File: config.mk
export PLATFORM = sky130hd
export DESIGN_NAME = ptw_walker
export DESIGN_NICKNAME = d
export VERILOG_FILES = /design/src/rtl/ptw_pkg.sv /design/src/rtl/ptw_pte_check.sv /design/src/rtl/ptw_addr_gen.sv /design/src/rtl/ptw_ctrl.sv /design/src/rtl/ptw_walker.sv
export SDC_FILE = /design/constraint.sdc
export NUM_CORES = 1
export LEC_CHECK = 0
export BUFFER_PORTS_ARGS = -buffer_cell sky130_fd_sc_hd__buf_4
export CAP_MARGIN = 20
export CORE_MARGIN = 4
export CORE_UTILIZATION = 45
export DETAILED_ROUTE_END_ITERATION = 6
export GPL_TIMING_DRIVEN = 0
export PLACE_DENSITY = 0.7
export REMOVE_ABC_BUFFERS = 1
export SLEW_MARGIN = 0
export SYNTH_ARGS = -nofsm -noshare
export SYNTH_HDL_FRONTEND = slang
export SYNTH_SLANG_ARGS = --single-unit
File: constraint.sdc
create_clock -name clk_i -period 10.26 [get_ports clk_i]
set_input_delay 2.052 -clock clk_i [delete_from_list [all_inputs] [get_ports clk_i]]
set_output_delay 2.052 -clock clk_i [all_outputs]
set_load 0.05 [all_outputs]
File: src/rtl/ptw_pkg.sv
package ptw_pkg;
  typedef enum logic [2:0] {
    ST_IDLE,
    ST_RD_OUTER,
    ST_WT_OUTER,
    ST_RD_INNER,
    ST_WT_INNER,
    ST_DONE
  } walk_state_e;

  typedef enum logic {
    LVL_OUTER = 1'b0,
    LVL_INNER = 1'b1
  } walk_level_e;

  typedef enum logic {
    CAUSE_INVALID = 1'b0,
    CAUSE_PROT    = 1'b1
  } walk_cause_e;
endpackage

File: src/rtl/ptw_pte_check.sv
module ptw_pte_check #(
  parameter int PTE_W   = 32,
  parameter int FRAME_W = 22,
  parameter int VLD_BIT = 0,
  parameter int WR_BIT  = 1
) (
  input  logic [PTE_W-1:0]   pte_i,
  input  logic               write_i,
  output logic               fault_o,
  output ptw_pkg::walk_cause_e cause_o,
  output logic [FRAME_W-1:0] frame_o
);
  logic vld, wr_ok;

  assign vld     = pte_i[VLD_BIT];
  assign wr_ok   = pte_i[WR_BIT];
  assign frame_o = pte_i[PTE_W-1 -: FRAME_W];

  // invalid wins over protection
  always_comb begin
    fault_o = 1'b0;
    cause_o = ptw_pkg::CAUSE_INVALID;
    if (!vld) begin
      fault_o = 1'b1;
    end else if (write_i && !wr_ok) begin
      fault_o = 1'b1;
      cause_o = ptw_pkg::CAUSE_PROT;
    end
  end
endmodule

File: src/rtl/ptw_addr_gen.sv
module ptw_addr_gen #(
  parameter int PA_W        = 32,
  parameter int OFF_W       = 10,
  parameter int P1_W        = 12,
  parameter int P2_W        = 10,
  parameter int FRAME_W     = 22,
  parameter int ENTRY_SHIFT = 2
) (
  input  logic               sel_inner_i,
  input  logic [PA_W-1:0]    ptbr_i,
  input  logic [P1_W-1:0]    p1_i,
  input  logic [P2_W-1:0]    p2_i,
  input  logic [FRAME_W-1:0] base_frame_i,
  output logic [PA_W-1:0]    addr_o
);
  localparam int IDX_W = (P1_W > P2_W ? P1_W : P2_W) + ENTRY_SHIFT;

  logic [PA_W-1:0] table_base;
  logic [IDX_W-1:0] idx_off;

  always_comb begin
    if (sel_inner_i) begin
      table_base = PA_W'({base_frame_i, {OFF_W{1'b0}}});
      idx_off    = IDX_W'({p2_i, {ENTRY_SHIFT{1'b0}}});
    end else begin
      table_base = ptbr_i;
      idx_off    = IDX_W'({p1_i, {ENTRY_SHIFT{1'b0}}});
    end
  end

  assign addr_o = table_base + PA_W'(idx_off);
endmodule

File: src/rtl/ptw_ctrl.sv
module ptw_ctrl (
  input  logic                 clk_i,
  input  logic                 rst_ni,
  input  logic                 req_valid_i,
  input  logic                 rvalid_i,
  input  logic                 pte_fault_i,
  output ptw_pkg::walk_state_e state_o,
  output logic                 accept_o,
  output logic                 take_outer_o,
  output logic                 take_inner_o,
  output logic                 sel_inner_o
);
  import ptw_pkg::*;

  walk_state_e state_q, state_d;

  assign accept_o     = (state_q == ST_IDLE) && req_valid_i;
  assign take_outer_o = (state_q == ST_WT_OUTER) && rvalid_i;
  assign take_inner_o = (state_q == ST_WT_INNER) && rvalid_i;
  assign sel_inner_o  = (state_q == ST_RD_INNER) || (state_q == ST_WT_INNER);
  assign state_o      = state_q;

  always_comb begin
    state_d = state_q;
    unique case (state_q)
      ST_IDLE:     if (req_valid_i) state_d = ST_RD_OUTER;
      ST_RD_OUTER: state_d = ST_WT_OUTER;
      ST_WT_OUTER: if (rvalid_i) state_d = pte_fault_i ? ST_DONE : ST_RD_INNER;
      ST_RD_INNER: state_d = ST_WT_INNER;
      ST_WT_INNER: if (rvalid_i) state_d = ST_DONE;
      ST_DONE:     state_d = ST_IDLE;
      default:     state_d = ST_IDLE;
    endcase
  end

  always_ff @(posedge clk_i or negedge rst_ni) begin
    if (!rst_ni) state_q <= ST_IDLE;
    else         state_q <= state_d;
  end
endmodule

File: src/rtl/ptw_walker.sv
module ptw_walker #(
  parameter int VA_W  = 32,
  parameter int PA_W  = 32,
  parameter int OFF_W = 10,
  parameter int P1_W  = 12,
  parameter int PTE_W = 32
) (
  input  logic             clk_i,
  input  logic             rst_ni,
  input  logic             req_valid_i,
  output logic             req_ready_o,
  input  logic [VA_W-1:0]  req_vaddr_i,
  input  logic             req_write_i,
  input  logic [PA_W-1:0]  ptbr_i,
  output logic             mem_req_o,
  output logic [PA_W-1:0]  mem_addr_o,
  input  logic             mem_rvalid_i,
  input  logic [PTE_W-1:0] mem_rdata_i,
  output logic             done_o,
  output logic [PA_W-1:0]  paddr_o,
  output logic             fault_o,
  output logic             fault_level_o,
  output logic             fault_cause_o
);
  import ptw_pkg::*;

  localparam int P2_W        = VA_W - P1_W - OFF_W;
  localparam int FRAME_W     = PA_W - OFF_W;
  localparam int ENTRY_SHIFT = $clog2(PTE_W / 8);

  walk_state_e          state;
  logic                 accept, take_outer, take_inner, sel_inner;
  logic                 pte_fault;
  walk_cause_e          pte_cause;
  logic [FRAME_W-1:0]   pte_frame;

  logic [VA_W-1:0]      va_q;
  logic                 wr_q;
  logic [PA_W-1:0]      ptbr_q;
  logic [FRAME_W-1:0]   base_q;
  logic [FRAME_W-1:0]   frame_q;
  logic                 fault_q;
  walk_level_e          level_q;
  walk_cause_e          cause_q;

  ptw_ctrl u_ctrl (
    .clk_i        (clk_i),
    .rst_ni       (rst_ni),
    .req_valid_i  (req_valid_i),
    .rvalid_i     (mem_rvalid_i),
    .pte_fault_i  (pte_fault),
    .state_o      (state),
    .accept_o     (accept),
    .take_outer_o (take_outer),
    .take_inner_o (take_inner),
    .sel_inner_o  (sel_inner)
  );

  ptw_pte_check #(
    .PTE_W   (PTE_W),
    .FRAME_W (FRAME_W)
  ) u_pte_check (
    .pte_i   (mem_rdata_i),
    .write_i (wr_q),
    .fault_o (pte_fault),
    .cause_o (pte_cause),
    .frame_o (pte_frame)
  );

  ptw_addr_gen #(
    .PA_W        (PA_W),
    .OFF_W       (OFF_W),
    .P1_W        (P1_W),
    .P2_W        (P2_W),
    .FRAME_W     (FRAME_W),
    .ENTRY_SHIFT (ENTRY_SHIFT)
  ) u_addr_gen (
    .sel_inner_i  (sel_inner),
    .ptbr_i       (ptbr_q),
    .p1_i         (va_q[VA_W-1 -: P1_W]),
    .p2_i         (va_q[OFF_W +: P2_W]),
    .base_frame_i (base_q),
    .addr_o       (mem_addr_o)
  );

  always_ff @(posedge clk_i or negedge rst_ni) begin
    if (!rst_ni) begin
      va_q    <= '0;
      wr_q    <= 1'b0;
      ptbr_q  <= '0;
      base_q  <= '0;
      frame_q <= '0;
      fault_q <= 1'b0;
      level_q <= LVL_OUTER;
      cause_q <= CAUSE_INVALID;
    end else begin
      if (accept) begin
        va_q    <= req_vaddr_i;
        wr_q    <= req_write_i;
        ptbr_q  <= ptbr_i;
        fault_q <= 1'b0;
      end
      if (take_outer) begin
        level_q <= LVL_OUTER;
        cause_q <= pte_cause;
        fault_q <= pte_fault;
        base_q  <= pte_frame;
      end
      if (take_inner) begin
        level_q <= LVL_INNER;
        cause_q <= pte_cause;
        fault_q <= pte_fault;
        frame_q <= pte_frame;
      end
    end
  end

  assign req_ready_o   = (state == ST_IDLE);
  assign mem_req_o     = (state == ST_RD_OUTER) || (state == ST_RD_INNER);
  assign done_o        = (state == ST_DONE);
  assign fault_o       = done_o && fault_q;
  assign fault_level_o = done_o && fault_q && (level_q == LVL_INNER);
  assign fault_cause_o = done_o && fault_q && (cause_q == CAUSE_PROT);
  assign paddr_o       = (done_o && !fault_q) ? {frame_q, va_q[OFF_W-1:0]} : '0;
endmodule

After elaboration in Yosys (flattened, before gate mapping) --
Cells that the tools add are included.
Word-level totals: output and inout port bits 70, logic and storage cells 52, flip-flop bits (word level) 115, input port bits 101
Cells by class: add/subtract/negate cells 1, reductions and logical operators 16, eq/ne operators 8, mux-type cells 18
Operator list (number):
- two-way mux 32 bit | 2
- adder 32 x 14 -> 32 bit | 1
- case mux 3 bit (5 select lines) | 1
- two-way mux 14 bit | 1
- two-way mux 3 bit | 4
- two-way mux 1 bit | 10
- logical AND 1 bit | 8
- equality test 3 x 2 -> 1 bit (second input constant) | 2
- equality test 3 bit (second input constant) | 2
- inequality test 2 bit (second input constant) | 3
- equality test 3 x 1 -> 1 bit (second input constant) | 1
- zero test 3 bit | 1
- AND reduction 3 bit | 1
- nonzero test 3 bit | 1
- zero test 1 bit | 2
- logical OR 1 bit | 2
- nonzero test 2 bit | 1

Logic depth before layout (Yosys ltp) --
depth in word-level cells 7, depth in mapped cells 18, mapped depth without buffers 14

By module --
From an unflattened synthesis, not the netlist that was laid out.
Unflattened totals: cell total of the unflattened synthesis 536, area total of the unflattened synthesis 6637.6 um2
By module, submodules not included:
- ptw_walker | area each 4682.0 um2, instances 1, cells an instance 283
- ptw_addr_gen | area each 1596.5 um2, instances 1, cells an instance 209
- ptw_pte_check | area each 186.4 um2, instances 1, cells an instance 25
- ptw_ctrl | area each 172.7 um2, instances 1, cells an instance 19

Worst setup path after synthesis --
OpenSTA, ideal clock, no wires.
kind reg2out, start register u_ctrl.state_q[1], in the netlist u_ctrl.state_o[1], end output mem_addr_o[18], cell stages (with the launch flop) 19, data required time 8.208 ns, buffers on the path 4, arrival time 4.391 ns, slack 3.817 ns, path through dfrtp_1 > buf_2 > or3b_4 > nand2_8 > buf_4 > buf_2 > buf_2 > nand2_1 > nand2_1 > ha_1 > inv_1 > fa_1 > nand2b_1 > a21oi_1 > nor3b_1 > o41ai_2 > nand3_1 > xor2_1 > mux2i_1
Between the ends: word-level cells in the longest chain between the ends 4, elaborated cells between the ends (all ways) 6, classes of those cells add/sub: 1; eq/ne: 2; mux: 2; reduce/logical: 1
RTL lines:
- start, declared | RTL line ptw_ctrl.sv:15 | walk_state_e state_q, state_d;
- start signal, assigned | RTL line ptw_ctrl.sv:38 | else state_q <= state_d;
- equality test 3 x 2 -> 1 bit or equality test 3 bit (tied branches) | RTL line ptw_ctrl.sv:20 | assign sel_inner_o = (state_q == ST_RD_INNER) || (state_q == ST_WT_INNER);
- logical OR 1 bit * | RTL line ptw_ctrl.sv:20
- two-way mux 32 bit or two-way mux 14 bit (tied branches) | RTL line ptw_addr_gen.sv:22 | if (sel_inner_i) begin
- adder 32 x 14 -> 32 bit * | RTL line ptw_addr_gen.sv:31 | assign addr_o = table_base + PA_W'(idx_off);
- end, declared | RTL line ptw_walker.sv:16 | output logic [PA_W-1:0] mem_addr_o,
Mark *: on every way between the ends. The rest lies on a longest branch, timed or not.

Worst setup path in the final report --
start register u_ctrl.state_q[2], in the netlist u_ctrl.state_o[2], end output mem_addr_o[18]
The elaborated chain is that of the path after synthesis.

==> out/qor.yml <==
synth:
  synth.top_cell.area_share: 0.458
  synth.cell_area_um2: 6290
  yosysWarnings: 0
  synth.most_common_cell: "dfrtp_1"
  yosys.area.top_type: "dfrtp_1"
  netlist_instances: 567
  synth.area.top_cells: "dfrtp_1 (46%), mux2_2 (19%), and3_1 (5.1%)"
  synth_edf_count: 0
  synth_ff_type: "dfrtp_1"
  synth_commonest_cells: "dfrtp_1 (115), mux2_2 (107), nand2_1 (62), and3_1 (51)"
  synth_seq_cells: 115
  yosys.cell_types.count: 53
  syn_area_per_cell_um2: 11.1
  ys_seq_area_frac: 0.458
  async_flop_share: 1.00
sta:
  setup_viol: 0
  hold_viol: 0
  drv_slew: 0
  setup_tns_ns: 0
  rsz0062_at_grt: "no"
  skew_ns: 0.00587
  period_needed_ns: 6.90
  fmax_mhz: 145
  worstMarginPinSlew_ns: 1.07
  min_period_over_period: 0.672
  hold_slack_ns: 0.496
  setup_ws_ns: 3.36
  slew_headroom: 0.283
floorplanning:
  die_area_um2: 15900
  dieHeight_um: 126
  rows: 42
  io_pins: 171
  initial_core_util: 0.467
  core-area_um2: 13500
  die_x_um: 126
placed_design:
  gp_congestion: 0.816
  place_area_um2: 7690
  dp.final_hpwl_um: 11500
  io_buffers: 162
  pre_cts_slack_ns: 3.84
clock_network:
  cts_setup_buffers: 0
  insertion_delay_ns: 0.41
  cts_buffer_depth: 2
  clockRootBuffer: "clkbuf_16"
  htreeDepth: 4
  ctsResizeCount: 0
  cts_tree: "yes"
  cts_sinks: 115
  clkTransAtPathRegs_ns: 0.05
  hold_buffers: 0
  numCtsBuffers: 17
critical_path:
  crit_fanout: 35
  r2r-start: "u_ctrl.state_o[1]"
  crit_start: "u_ctrl.state_o[2]"
  path_class: "register to output port"
  crit_required_ns: 8.21
  cp-start-kind: "register"
  end_kind: "output port"
  reg2reg_slack_ns: 8.12
  arrival_ns: 4.85
final_layout:
  fill_cells: 1151
  final_area_um2: 8340
  n_antenna_cell: 0
  fin_nets: 836
  drive_gt1_frac: 0.435
  final-seq-area_um2: 2880
  areaGrowthSynthToFinish_pct: 32.7
  multi_input_area_um2: 3250
hold_path:
  hold_class: "register to register"
  hp-start: "ptbr_q[4]"
routing:
  vias: 4867
  wire_per_inst_um: 17.3
  drt-initial-drc-count: 284
  routed_wl_um: 15800
  drtPass1Iterations: 5
  final_antenna_net_count: 0
  vias_per_cell: 5.34
  drc: 0
global_route:
  globalRoute.totalOverflow: 0
  grt_pass1_vias: 5111
  groute.usage.overall: 0.203
  antenna_found_initial: 0
  grt_max_degree: 76
  grt_pass1_wl_um: 26000
status:
  outcome: "complete, no violations"
flow_run:
  maxCapViolations: 0
==> critical path, stage by stage, from the launching register on <==
cell and delay (ns):
dfrtp_1 0.45, nand3b_1 0.57, nand2_8 0.49, nand2_1 0.10, nand2_1 0.08, ha_1 0.17
inv_1 0.06, fa_1 0.39, nand2b_1 0.19, a21oi_1 0.24, nor3b_1 0.11, o41ai_2 0.77
nand3_1 0.19, xor2_1 0.20, mux2i_1 0.19, buf_4 0.23
==> layout by cell type (no fill, tap or decap), drive strengths merged, types with 4 or more instances in the layout <==
| cell | count |
|---|---|
| xor2 | 17 |
| and2 | 5 |
| xnor2 | 15 |
| a21oi | 16 |
| nor2 | 16 |
| and3 | 51 |
| a21o | 7 |
| nand4 | 4 |
| nand3 | 20 |
| nand2 | 63 |
| dfrtp | 115 |
| clkbuf | 22 |
| o21ai | 15 |
| inv | 9 |
| ha | 12 |
| nor2b | 4 |
| buf | 166 |
| nand2b | 4 |
| bufinv | 5 |
| nor3 | 4 |
| mux2 | 107 |
| clkinv | 4 |
| mux2i | 20 |
==> cells by family after synthesis <==
group	Yosys count	synth area share
AO/OA/AOI/OAI	54	0.0601
XOR/XNOR	32	0.0446
adder cells (fa/ha/maj)	13	0.0271
buffers and inverters	39	0.0265
flip-flops	115	0.458
multiplexers	127	0.223
AND/OR/NAND/NOR	187	0.161
==> layer usage <==
| metal | part of all wire | routed length [um] | global-route usage |
|---|---|---|---|
| met1 | 0.43 | 6790 | 0.254 |
| met2 | 0.50 | 7860 | 0.338 |
| met3 | 0.062 | 979 | 0.0635 |
| met4 | 0.010 | 162 | 0.0637 |
| met5 | 0 | 0 | 0 |
==> final timing paths <==
path / end / cells after the start
worst max-delay path: mem_addr_o[18] / 15
worst min-delay path: ptbr_q[4] / 1
worst max register to register: ptbr_q[25] / 3
worst min register to register: ptbr_q[4] / 1
max in group asynchronous: base_q[18] / 2
min in group asynchronous: ptbr_q[3] / 1
==> cell type report <==
class	count	share of cell area
Clock buffer	22	0.0568
Clock inverter	10	0.0213
Inverter	9	0.00405
Multi-Input combinational cell	413	0.390
Sequential cell	115	0.345
Tap cell	176	0.0264
Timing Repair Buffer	166	0.156
==> sequential cells by signal, indices dropped and copies added (netlist names) <==
name,cells
base_q,22
cause_q,1
fault_q,1
frame_q,22
level_q,1
ptbr_q,32
u_ctrl.state_o,3
va_q,32
wr_q,1
==> stage by stage <==
stage	instances	util
finish	911	0.620
global route	911	0.620
CTS	911	0.620
detailed placement	879	0.572
global placement	875	0.564
floorplan	537	-
Power is left out: the tool's default activity adds up to more than one toggle a clock period on the data nets, which glitch-free logic cannot reach.
